--- src/rtl/bcd_calendar.sv ---
module bcd_calendar #(
  parameter int TICKS_PER_SEC = 32768
) (
  input  logic       clk,
  input  logic       rst_n,
  input  logic       tick,
  input  logic       osc_off,
  input  logic       wr_en,
  input  logic [2:0] addr,
  input  logic [7:0] wr_data,
  output logic [7:0] rd_data
);
  localparam int PW = (TICKS_PER_SEC > 1) ? $clog2(TICKS_PER_SEC) : 1;
  localparam logic [PW-1:0] PLAST = PW'(TICKS_PER_SEC - 1);

  logic [PW-1:0] presc_q;
  logic [7:0] sec_q, min_q, hour_q, wday_q, date_q, mon_q, year_q;

  function automatic logic [7:0] bcd_inc(input logic [7:0] v);
    return (v[3:0] == 4'd9) ? {v[7:4] + 4'd1, 4'd0} : v + 8'd1;
  endfunction

  logic       step, sec_wrap, min_wrap, day_carry, date_wrap, mon_wrap, leap;
  logic [7:0] hour_nx, last_day, year_bin;

  assign step     = tick && !osc_off && (presc_q == PLAST);
  assign sec_wrap = (sec_q == 8'h59);
  assign min_wrap = (min_q == 8'h59);
  assign date_wrap = (date_q == last_day);
  assign mon_wrap = (mon_q == 8'h12);
  assign year_bin = {4'd0, year_q[7:4]} * 8'd10 + {4'd0, year_q[3:0]};
  assign leap     = (year_bin[1:0] == 2'b00);

  always_comb begin
    case (mon_q)
      8'h02:                      last_day = leap ? 8'h29 : 8'h28;
      8'h04, 8'h06, 8'h09, 8'h11: last_day = 8'h30;
      default:                    last_day = 8'h31;
    endcase
  end

  always_comb begin
    day_carry = 1'b0;
    if (hour_q[6]) begin
      if (hour_q[4:0] == 5'h12)
        hour_nx = {2'b01, hour_q[5], 5'h01};
      else if (hour_q[4:0] == 5'h11) begin
        hour_nx   = {2'b01, ~hour_q[5], 5'h12};
        day_carry = hour_q[5];
      end else
        hour_nx = {2'b01, hour_q[5], bcd_inc({3'd0, hour_q[4:0]})[4:0]};
    end else if (hour_q == 8'h23) begin
      hour_nx   = 8'h00;
      day_carry = 1'b1;
    end else
      hour_nx = bcd_inc(hour_q);
  end

  always_comb begin
    case (addr)
      3'd0:    rd_data = sec_q;
      3'd1:    rd_data = min_q;
      3'd2:    rd_data = hour_q;
      3'd3:    rd_data = wday_q;
      3'd4:    rd_data = date_q;
      3'd5:    rd_data = mon_q;
      3'd6:    rd_data = year_q;
      default: rd_data = 8'h00;
    endcase
  end

  always_ff @(posedge clk or negedge rst_n) begin
    if (!rst_n) begin
      presc_q <= '0;
      sec_q  <= 8'h00; min_q  <= 8'h00; hour_q <= 8'h00; wday_q <= 8'h01;
      date_q <= 8'h01; mon_q  <= 8'h01; year_q <= 8'h00;
    end else if (wr_en) begin
      presc_q <= '0;
      case (addr)
        3'd0: sec_q  <= wr_data & 8'h7F;
        3'd1: min_q  <= wr_data & 8'h7F;
        3'd2: hour_q <= wr_data & 8'h7F;
        3'd3: wday_q <= wr_data & 8'h07;
        3'd4: date_q <= wr_data & 8'h3F;
        3'd5: mon_q  <= wr_data & 8'h1F;
        3'd6: year_q <= wr_data;
        default: ;
      endcase
    end else if (tick && !osc_off) begin
      presc_q <= step ? '0 : presc_q + 1'b1;
      if (step) begin
        sec_q <= sec_wrap ? 8'h00 : bcd_inc(sec_q);
        if (sec_wrap) begin
          min_q <= min_wrap ? 8'h00 : bcd_inc(min_q);
          if (min_wrap) begin
            hour_q <= hour_nx;
            if (day_carry) begin
              wday_q <= (wday_q == 8'h07) ? 8'h01 : wday_q + 8'h01;
              date_q <= date_wrap ? 8'h01 : bcd_inc(date_q);
              if (date_wrap) begin
                mon_q <= mon_wrap ? 8'h01 : bcd_inc(mon_q);
                if (mon_wrap) year_q <= (year_q == 8'h99) ? 8'h00 : bcd_inc(year_q);
              end
            end
          end
        end
      end
    end
  end
endmodule

--- config.mk ---
export PLATFORM = sky130hd
export DESIGN_NAME = bcd_calendar
export DESIGN_NICKNAME = d
export VERILOG_FILES = /design/src/rtl/bcd_calendar.sv
export SDC_FILE = /design/constraint.sdc
export NUM_CORES = 1
export LEC_CHECK = 0
export BUFFER_PORTS_ARGS = -buffer_cell sky130_fd_sc_hd__buf_2
export CAP_MARGIN = 20
export CELL_PAD_IN_SITES_DETAIL_PLACEMENT = 1
export CELL_PAD_IN_SITES_GLOBAL_PLACEMENT = 2
export CORE_MARGIN = 3
export CORE_UTILIZATION = 42
export CTS_CLUSTER_DIAMETER = 150
export DETAILED_ROUTE_END_ITERATION = 7
export PLACE_DENSITY_LB_ADDON = 0.1
export SYNTH_ARGS = -nofsm -noshare
export SYNTH_HDL_FRONTEND = slang
export SYNTH_SLANG_ARGS = --single-unit
--- constraint.sdc ---
create_clock -name clk -period 5.96 [get_ports clk]
set_clock_uncertainty 0.15 [all_clocks]
set_input_delay 1.49 -clock clk [delete_from_list [all_inputs] [get_ports clk]]
set_output_delay 1.49 -clock clk [all_outputs]
set_load 0.01 [all_outputs]
# --- After elaboration in Yosys (flattened, before gate mapping) ---
# Cells that the tools add are included.
op_classes:
  add_sub_neg: 17
  multipliers: 1
  n_eq_ne: 36
  muxes: 73
  bitwise_logic: 1
  reduce_logical: 21
ops:
  columns: ["operator", "count"]
  rows:
  - ["$mux W8", 60]
  - ["$add A8 B1 Y8 const B", 7]
  - ["$pmux W8 S7", 1]
  - ["$mux W15", 3]
  - ["$add A4 B1 Y4 const B", 6]
  - ["$eq A4 B4 Y1 const B", 6]
  - ["$eq A8 B3 Y1 const B", 3]
  - ["$eq A8 B5 Y1 const B", 2]
  - ["$eq A8 B7 Y1 const B", 2]
  - ["$add A15 B1 Y15 const B", 1]
  - ["$eq A15 B15 Y1 const B", 1]
  - ["$ne A2 B1 Y1 const B", 7]
  - ["$reduce_and A7 Y1", 2]
  - ["$reduce_bool A2 Y1", 7]
  - ["$mux W6", 2]
  - ["$reduce_and A6 Y1", 2]
  - ["$eq A5 B5 Y1 const B", 2]
  - ["$pmux W5 S2", 1]
  - ["$eq A3 B3 Y1 const B", 3]
  - ["$eq A8 B2 Y1 const B", 1]
  - ["$eq A8 B4 Y1 const B", 1]
  - ["$eq A8 B6 Y1 const B", 1]
  - ["$eq A8 B8 Y1", 1]
  - ["$eq A8 B8 Y1 const B", 1]
  - ["other kinds (20)", 26]
totals:
  register_bits: 71
  inputBits: 16
  out_inout_bits: 8

# --- Depth between registers and ports, before layout ---
# Gate-level depths: netlist of run 1.
depth:
  ltp_word: 13
  mapped_depth: 10
  ltp_nobuf: 8

# --- Worst setup path after synthesis of run 1 ---
# OpenSTA, ideal clock, no wires.
synth_timing:
  path_kind: "input -> output"
  from: "input addr[0]"
  to: "output rd_data[5]"
  t_arrival_ns: 2.774
  required_ns: 4.320
  path_slack_ns: 1.546
  path_stages: 5
  cell_sequence: "clkbuf_1 -> clkbuf_1 -> buf_1 -> a31oi_1 -> o21ai_0"
synth_via:
  elab_chain_len: 2
synth_lines:
  columns: ["item", "line", "text"]
  rows:
  - ["start: declaration", "9", "input logic [2:0] addr,"]
  - ["$eq A3 B3 Y1 (tied with other cells)", "60", "case (addr)"]
  - ["$pmux W8 S7 *", "60", null]
  - ["end: declaration", "11", "output logic [7:0] rd_data"]
# Mark *: on every way between the ends. The rest lies on a longest branch, timed or not.

# --- Final worst setup path of run 1 ---
layout_timing:
  from: "input addr[0]"
  to: "output rd_data[7]"
# The elaborated chain is that of the path after synthesis.

==> run_results.csv, run 1 <==
group,metric,value,unit
synth,synthArstFlopShare,100.0,%
floorplanning,die_area,14870,µm²
route,drt_iter0_markers,419,
sta,period_share,79.33,%
floorplanning,num_rows,41,
sta,rsz0062_at_grt,"false",
power_and_ir_drop,ir_drop,143.9,µV
clocking,cts_tree,"built",
clocking,ctsHoldBuffers,0,
clocking,cts_buffer_depth,2,
critical_path,required,4.32,ns
floorplanning,io_pins,24,
sta,fmax,0.2115,GHz
clocking,clock_sink_count,71,
cells_and_area,diodes,0,
power_and_ir_drop,intPower,1.162,mW
critical_path,crit_path_end_kind,"output port",
floorplanning,dieWidth,121.9,µm
synth,synthCells,678,
power_and_ir_drop,p_clk_share,29.0,%
power_and_ir_drop,p_per_area,321.2,nW/µm²
global_routing,grt_remaining_overflow,0,
power_and_ir_drop,finalPower,1.965,mW
synth,synth_ff_type,"dfrtp_1",
critical_path,cpMostUsedCell,"buf_2",
sta,fin_tns_setup,0,ns
clocking,clk_pin_slew,0.06,ns
route,vias,5384,
route,wirelength,18770,µm
cells_and_area,layout.nets,706,
worst_hold_path,hold_path.class,"reg2reg",
sta,hold_viol,0,
run_status,status,"complete, no violations",
critical_path,path_max_fanout,29,
clocking,cts_root_buf,"clkbuf_16",
cells_and_area,seqCellArea,1780,µm²
synth,synth_nets,712,
route,firstDrtPassIters,5,
cells_and_area,drive_above_1_share,11.37,%
floorplanning,die_h,121.9,µm
synth,ys_ff_latch,71,
cells_and_area,nFillCells,1547,
synth,syn_area,5645,µm²
critical_path,slowest_delay,0.49,ns
power_and_ir_drop,power.share.switching,40.89,%
global_routing,grt_max_degree,72,
synth,yosysWarningCount,0,
clocking,postCtsSetupBuffers,0,
synth,syn_avg_cell_area,8.327,µm²
critical_path,cp.arrival,3.09,ns
cells_and_area,synthToLayoutAreaGrowth,8.356,%
clocking,insertion_delay,0.35,ns
floorplanning,initial_core_util,43.84,%
sta,period_needed,4.728,ns
sta,max_slew.worst_pin.slew,0.9648,ns
run,drv_cap,0,
synth,yosysSeqAreaShare,31.54,%
route,drc_errors,0,
global_routing,grtUsageTotal,26.80,%
critical_path,startpoint_type,"input port",
placement,io_buffer_count,23,
clocking,cts_max_level,3,
sta,relSlewSlack,35.68,%
floorplanning,fp.coreArea,12880,µm²
clocking,cts_buffers,9,
global_routing,antenna_found_initial,0,
critical_path,worstPathCellList,"buf_2 > nor2b_1 > a221o_1 > o21ai_0 > o211ai_1 > buf_2",
power_and_ir_drop,combPwrFrac,30.4,%
clocking,cts_resized,0,
power_and_ir_drop,seqPwrFrac,40.6,%
power_and_ir_drop,leakagePower,2.521,nW
placement,post-dp-hpwl,13760,µm
route,wl_per_cell,22.10,µm
placement,routabilityCongestion,0.9002,
critical_path,slowest_stage,"nor2b_1",
cells_and_area,multi_input_area,3565,µm²
route,viasPerCell,6.342,
critical_path,crit_type,"in2out",
cells_and_area,layout_commonest_cell,"dfrtp_1",
global_routing,grt_pass1_wl,30770,µm
route,ant_nets,0,
sta,slew_viol_final,0,
synth,synth_edf_count,0,
global_routing,grt_pass1_vias,5480,
sta,setup_viol,0,
cells_and_area,layout_common_cells,"dfrtp_1, nand2_1, nor2_1, o21ai_0, a21oi_1",
power_and_ir_drop,power.switching,0.8034,mW
synth,yosysUniqueCellTypes,84,
## area by class of cell
cell class,count,area share [%]
Multi-Input combinational cell,534,58.27
Sequential cell,71,29.11
Clock buffer,9,3.682
Tap cell,172,3.518
Timing Repair Buffer,26,2.291
Inverter,30,1.841
Clock inverter,7,1.289
## worst max-delay path, delay by kind of cell
family          cells  cell delay [ns]
simple gates        1             0.49
buf+inv             2             0.60
compound gates      3             0.49
## worst paths after layout
| check | from | to | slack [ns] | cells after the start |
|---|---|---|---|---|
| max | addr[0] | rd_data[7] | 1.23 | 6 |
| min | presc_q[1] | presc_q[1] | 0.38 | 2 |
| max reg2reg | min_q[5] | mon_q[5] | 2.63 | 8 |
| min in group asynchronous | rst_n | sec_q[6] | 1.13 | 1 |
| max in group asynchronous | rst_n | hour_q[6] | 3.88 | 1 |
| min reg2reg | presc_q[1] | presc_q[1] | 0.38 | 2 |
## routing by layer
| layer | up-vias | global-route usage, % | wire length, µm |
|---|---|---|---|
| met5 | - | 0 | 0 |
| met4 | 0 | 10.92 | 524 |
| met3 | 37 | 4.318 | 1189 |
| met2 | 130 | 41.75 | 8718 |
| met1 | 2696 | 37.19 | 8335 |
| li1 | 2521 | - | - |
## stage by stage
stage	hold WS (ns)	instances	utilization [%]	worst slack, ns	instance area [µm²]
final	0.3825	849	47.51	1.232	6117
after global routing	0.4205	849	47.51	1.039	6117
after CTS	0.3840	849	47.51	1.256	6117
after detailed placement	0.3691	833	45.15	1.260	5813
after global placement	0.3475	833	45.15	1.305	5813
after floorplan	0.3231	678	-	1.546	5645
## power by group through the flow
| stage | Clock, mW | Combinational (mW) | Sequential [mW] |
|---|---|---|---|
| final | 0.570 | 0.597 | 0.798 |
| after floorplan | 0 | 0.543 | 0.648 |
| after CTS | 0.581 | 0.600 | 0.793 |
| after detailed placement | 0 | 0.596 | 0.802 |
| after global placement | 0 | 0.573 | 0.797 |
| after global routing | 0.602 | 0.676 | 0.819 |
## state kept, by name, summed over array words and instances (netlist names)
register  flops
wday_q        8
date_q        8
hour_q        8
sec_q         8
year_q        8
mon_q         8
min_q         8
presc_q      15
## synth_stat cells (all sizes together), types with 14 or more instances
master,count,area (µm²)
nand3,34,170.2
inv,29,108.9
xor2,14,122.6
nand2,67,254.0
ha,18,225.2
clkbuf,31,116.4
dfrtp,68,1702
a21oi,36,183.9
o21ai,57,285.3
nor2,57,214.0
## cell families after synthesis
group,after synthesis,share of synthesized area [%]
mux,24,5.341
xor+xnor,22,3.413
compound gates,211,25.73
flops,71,31.54
fa+ha+maj,18,3.989
simple gates,259,24.67
buf+inv,73,5.319
No activity file was read; power rests on OpenSTA's default activity.
==> run 2, diff against run 1 <==
CORE_UTILIZATION = 35   (was 42)
clock period = 4.24 ns   (was 5.96 ns; I/O delays follow)
==> run_results.csv, run 2 (same netlist as run 1, synthesis figures left out) <==
group,metric,value,unit
sta,hold_viol,0,
critical_path,cp.arrival,2.56,ns
floorplanning,num_rows,45,
critical_path,slowest_delay,0.41,ns
floorplanning,io_pins,24,
critical_path,required,3.03,ns
worst_hold_path,hold_path.class,"reg2reg",
placement,post-dp-hpwl,14800,µm
critical_path,crit_type,"in2out",
sta,fmax,0.2649,GHz
cells_and_area,synthToLayoutAreaGrowth,10.84,%
worst_hold_path,worstHoldStart,"presc_q[1]",
clocking,cts_root_buf,"clkbuf_16",
critical_path,reg2reg_depth,8,
critical_path,worstPathCellList,"buf_2 > nor2b_1 > a221o_1 > o21ai_0 > o211ai_1 > buf_2",
power_and_ir_drop,finalPower,2.812,mW
route,wl_per_cell,22.59,µm
clocking,insertion_delay,0.35,ns
cells_and_area,layout_commonest_cell,"dfrtp_1",
power_and_ir_drop,leakagePower,2.571,nW
critical_path,startpoint_type,"input port",
critical_path,cpMostUsedCell,"buf_2",
cells_and_area,layout_common_cells,"dfrtp_1, nand2_1, nor2_1, o21ai_0, a21oi_1",
clocking,ctsHoldBuffers,0,
sta,period_needed,3.775,ns
clocking,clock_sink_count,71,
cells_and_area,largest-register,"presc_q",
sta,max_slew.worst_pin.slew,0.8731,ns
global_routing,grt_pass1_wl,32130,µm
critical_path,reg2reg_to,"year_q[1]",
critical_path,crit_start,"addr[1]",
critical_path,slowest_stage,"buf_2",
clocking,clk_pin_slew,0.06,ns
global_routing,antenna_found_initial,2,
cells_and_area,largest_reg_flops,15,
route,wirelength,20260,µm
route,drc_errors,0,
critical_path,r2r_slack,1.15,ns
critical_path,crit_path_end,"rd_data[7]",
cells_and_area,diodes,0,
run_status,status,"complete, no violations",
power_and_ir_drop,p_per_area,449.4,nW/µm²
floorplanning,die_h,133,µm
critical_path,cp_top_family,"compound AO/OA/AOI/OAI gates",
global_routing,grtUsageTotal,23.23,%
sta,rsz0062_at_grt,"false",
worst_hold_path,min_path_cells,2,
placement,io_buffer_count,23,
sta,fin_tns_setup,0,ns
clocking,cts_buffer_depth,2,
critical_path,worst_r2r_startpoint,"mon_q[5]",
critical_path,path_depth,6,
critical_path,crit_path_end_kind,"output port",
cells_and_area,layout.nets,715,
cells_and_area,drive_above_1_share,12.54,%
floorplanning,dieWidth,133,µm
floorplanning,initial_core_util,36.46,%
clocking,cts_max_level,3,
route,ant_nets,0,
clocking,cts_resized,0,
clocking,cts_buffers,9,
route,viasPerCell,6.098,
route,firstDrtPassIters,5,
sta,relSlewSlack,41.58,%
sta,slew_viol_final,0,
route,drt_iter0_markers,423,
global_routing,grt_remaining_overflow,0,
sta,period_share,89.03,%
sta,setup_viol,0,
route,vias,5470,
power_and_ir_drop,ir_drop,212.3,µV
global_routing,grt_pass1_vias,5562,
floorplanning,die_area,17690,µm²
floorplanning,fp.coreArea,15480,µm²
clocking,cts_tree,"built",
critical_path,path_max_fanout,25,
run,drv_cap,0,
cells_and_area,nFillCells,1851,
clocking,postCtsSetupBuffers,0,
global_routing,grt_max_degree,72,
placement,routabilityCongestion,0.8376,
critical_path,path_buf_inv,2,
## run 2: how the worst min path moves through the flow
| stage | to | slack, ns |
|---|---|---|
| global route | sec_q[4] | 0.40 |
| CTS | presc_q[1] | 0.39 |
| detailed placement | presc_q[1] | 0.37 |
| finish | presc_q[1] | 0.38 |
| floorplan | date_q[7] | 0.32 |
| global placement | presc_q[1] | 0.35 |
## run 2: layer usage
layer | track usage [%] | vias up | wire length [µm]
met2 | 37.53 | 118 | 9632
met5 | 0 | - | 13
met4 | 7.564 | 2 | 431
li1 | - | 2542 | -
met1 | 31.90 | 2776 | 9480
met3 | 3.498 | 32 | 707
## run 2: final cells by class
type / count / area, µm² / area share (%)
Clock buffer: 10 / 239.0 / 3.819
Clock inverter: 6 / 68.82 / 1.100
Inverter: 30 / 112.6 / 1.800
Multi-Input combinational cell: 534 / 3565 / 56.97
Sequential cell: 71 / 1780 / 28.45
Tap cell: 211 / 264.0 / 4.219
Timing Repair Buffer: 35 / 227.7 / 3.639
## run 2: report_power, final
part	switching [mW]	total [mW]	internal, mW
clock network	0.351	0.827	0.476
logic	0.480	0.857	0.377
registers	0.329	1.13	0.799
total	1.16	2.81	1.65
## run 2: tightest hold or removal path: cells and delay by family, from the launching register on
| kind | cells | cell delay [ns] |
|---|---|---|
| flip-flops | 1 | 0.37 |
| AO/OA/AOI/OAI | 1 | 0.07 |
| AND/OR/NAND/NOR | 1 | 0.06 |
## run 2: through the flow
| stage | cells | hold WS (ns) | setup slack (ns) | util, % | cell area (µm²) |
|---|---|---|---|---|---|
| after floorplan | 678 | 0.3231 | 0.6857 | - | 5645 |
| after global placement | 880 | 0.3479 | 0.5014 | 38.25 | 5922 |
| after detailed placement | 880 | 0.3707 | 0.4776 | 38.25 | 5922 |
| after CTS | 896 | 0.3852 | 0.4681 | 40.23 | 6230 |
| after global routing | 897 | 0.3978 | 0.3181 | 40.41 | 6257 |
| final | 897 | 0.3764 | 0.4651 | 40.41 | 6257 |
==> run 3, diff against run 2 <==
CORE_ASPECT_RATIO = 0.5   (was unset)
==> run_results.csv, run 3 (same netlist as run 1, synthesis figures left out) <==
group,metric,value,unit
worst_hold_path,hold_path.class,"reg2reg",
sta,fmax,0.2613,GHz
clocking,cts_buffer_depth,2,
global_routing,grt_pass1_wl,31730,µm
floorplanning,dieWidth,185.6,µm
cells_and_area,diodes,0,
global_routing,grt_remaining_overflow,0,
floorplanning,die_area,17780,µm²
route,ant_nets,0,
sta,rsz0062_at_grt,"false",
cells_and_area,drive_above_1_share,12.24,%
sta,fin_tns_setup,0,ns
cells_and_area,layout_common_cells,"dfrtp_1, nand2_1, nor2_1, o21ai_0, a21oi_1",
global_routing,grtUsageTotal,23.77,%
route,drc_errors,0,
route,firstDrtPassIters,5,
sta,period_needed,3.828,ns
sta,relSlewSlack,40.61,%
sta,hold_ws,0.3964,ns
run_status,status,"complete, no violations",
critical_path,crit_path_end_kind,"output port",
power_and_ir_drop,leakagePower,2.546,nW
cells_and_area,layout.nets,715,
sta,period_share,90.27,%
cells_and_area,largest-register,"presc_q",
route,wl_per_cell,22.80,µm
sta,setup_viol,0,
run,drv_cap,0,
global_routing,grt_pass1_vias,5223,
placement,routabilityCongestion,0.8836,
floorplanning,initial_core_util,36.25,%
sta,max_slew.worst_pin.slew,0.8909,ns
critical_path,required,3.03,ns
floorplanning,io_pins,24,
sta,slew_viol_final,0,
route,wirelength,20290,µm
critical_path,crit_type,"in2out",
clocking,cts_tree,"built",
clocking,cts_max_level,3,
sta,hold_viol,0,
clocking,insertion_delay,0.35,ns
placement,post-dp-hpwl,14770,µm
global_routing,grt_max_degree,65,
power_and_ir_drop,p_per_area,441.4,nW/µm²
critical_path,cp.arrival,2.62,ns
global_routing,antenna_found_initial,0,
floorplanning,die_h,95.81,µm
floorplanning,fp.coreArea,15570,µm²
clocking,cts_root_buf,"clkbuf_16",
route,viasPerCell,6.013,
power_and_ir_drop,ir_drop,174.7,µV
clocking,ctsHoldBuffers,0,
critical_path,startpoint_type,"input port",
clocking,clock_sink_count,71,
clocking,cts_buffers,9,
critical_path,path_max_fanout,16,
route,drt_iter0_markers,421,
floorplanning,num_rows,32,
route,vias,5352,
placement,io_buffer_count,23,
clocking,clk_pin_slew,0.06,ns
cells_and_area,layout_commonest_cell,"dfrtp_1",
cells_and_area,synthToLayoutAreaGrowth,9.840,%
clocking,cts_resized,0,
cells_and_area,largest_reg_flops,15,
clocking,postCtsSetupBuffers,0,
-- run 3: changes by cell type in the layout (fill, tap and decap cells not counted), sizes merged --
cell,delta
clkbuf,+3
clkinv,-2
inv,-1
clkinvlp,+1
bufinv,-1
-- run 3: per-stage QoR --
stage                     total power, mW  instance area, µm²  worst slack (ns)  util (%)  instances
after floorplan                     1.675                5645            0.6857         -        678
after detailed placement            1.983                5921            0.5010     38.01        874
after CTS                           2.748                6201            0.4806     39.81        890
after global routing                2.920                6201            0.3135     39.81        890
final                               2.737                6201            0.4124     39.81        890
after global placement              1.967                5921            0.5270     38.01        874
-- run 3: power breakdown --
group          switching, mW  internal (mW)  leakage, nW  total, mW
Clock                  0.317          0.428        0.132      0.745
Combinational          0.474          0.374         1.54      0.848
Sequential             0.345          0.799        0.877       1.14
-- run 3: cell type report --
| type | instances | area [µm²] |
|---|---|---|
| Fill cell | 1861 | 9374 |
| Multi-Input combinational cell | 534 | 3565 |
| Sequential cell | 71 | 1780 |
| Clock buffer | 13 | 260.3 |
| Tap cell | 204 | 255.2 |
| Timing Repair Buffer | 35 | 207.7 |
| Inverter | 30 | 112.6 |
| Clock inverter | 3 | 20.02 |
-- run 3: final timing paths --
check | start | end | slack, ns | depth (start not counted)
setup / recovery | addr[0] | rd_data[7] | 0.41 | 6
hold / removal | presc_q[11] | presc_q[11] | 0.40 | 1
setup reg to reg | mon_q[4] | year_q[4] | 1.08 | 7
hold reg to reg | presc_q[11] | presc_q[11] | 0.40 | 1
max in group asynchronous | rst_n | wday_q[0] | 2.47 | 2
min in group asynchronous | rst_n | year_q[0] | 0.68 | 1
-- run 3: per-layer routing --
layer | vias up | GRT usage, % | share of wire [%]
met5 | - | 0 | 0
met4 | 0 | 5.820 | 1.3
met3 | 25 | 5.134 | 4.1
met2 | 96 | 36.17 | 43
met1 | 2688 | 34.46 | 51
li1 | 2543 | - | -
-- run 3: worst max-delay path: stages --
cell	delay, ns
buf_2	0.28
nor2b_1	0.56
a221o_1	0.25
o21ai_0	0.10
o211ai_1	0.17
buf_2	0.19
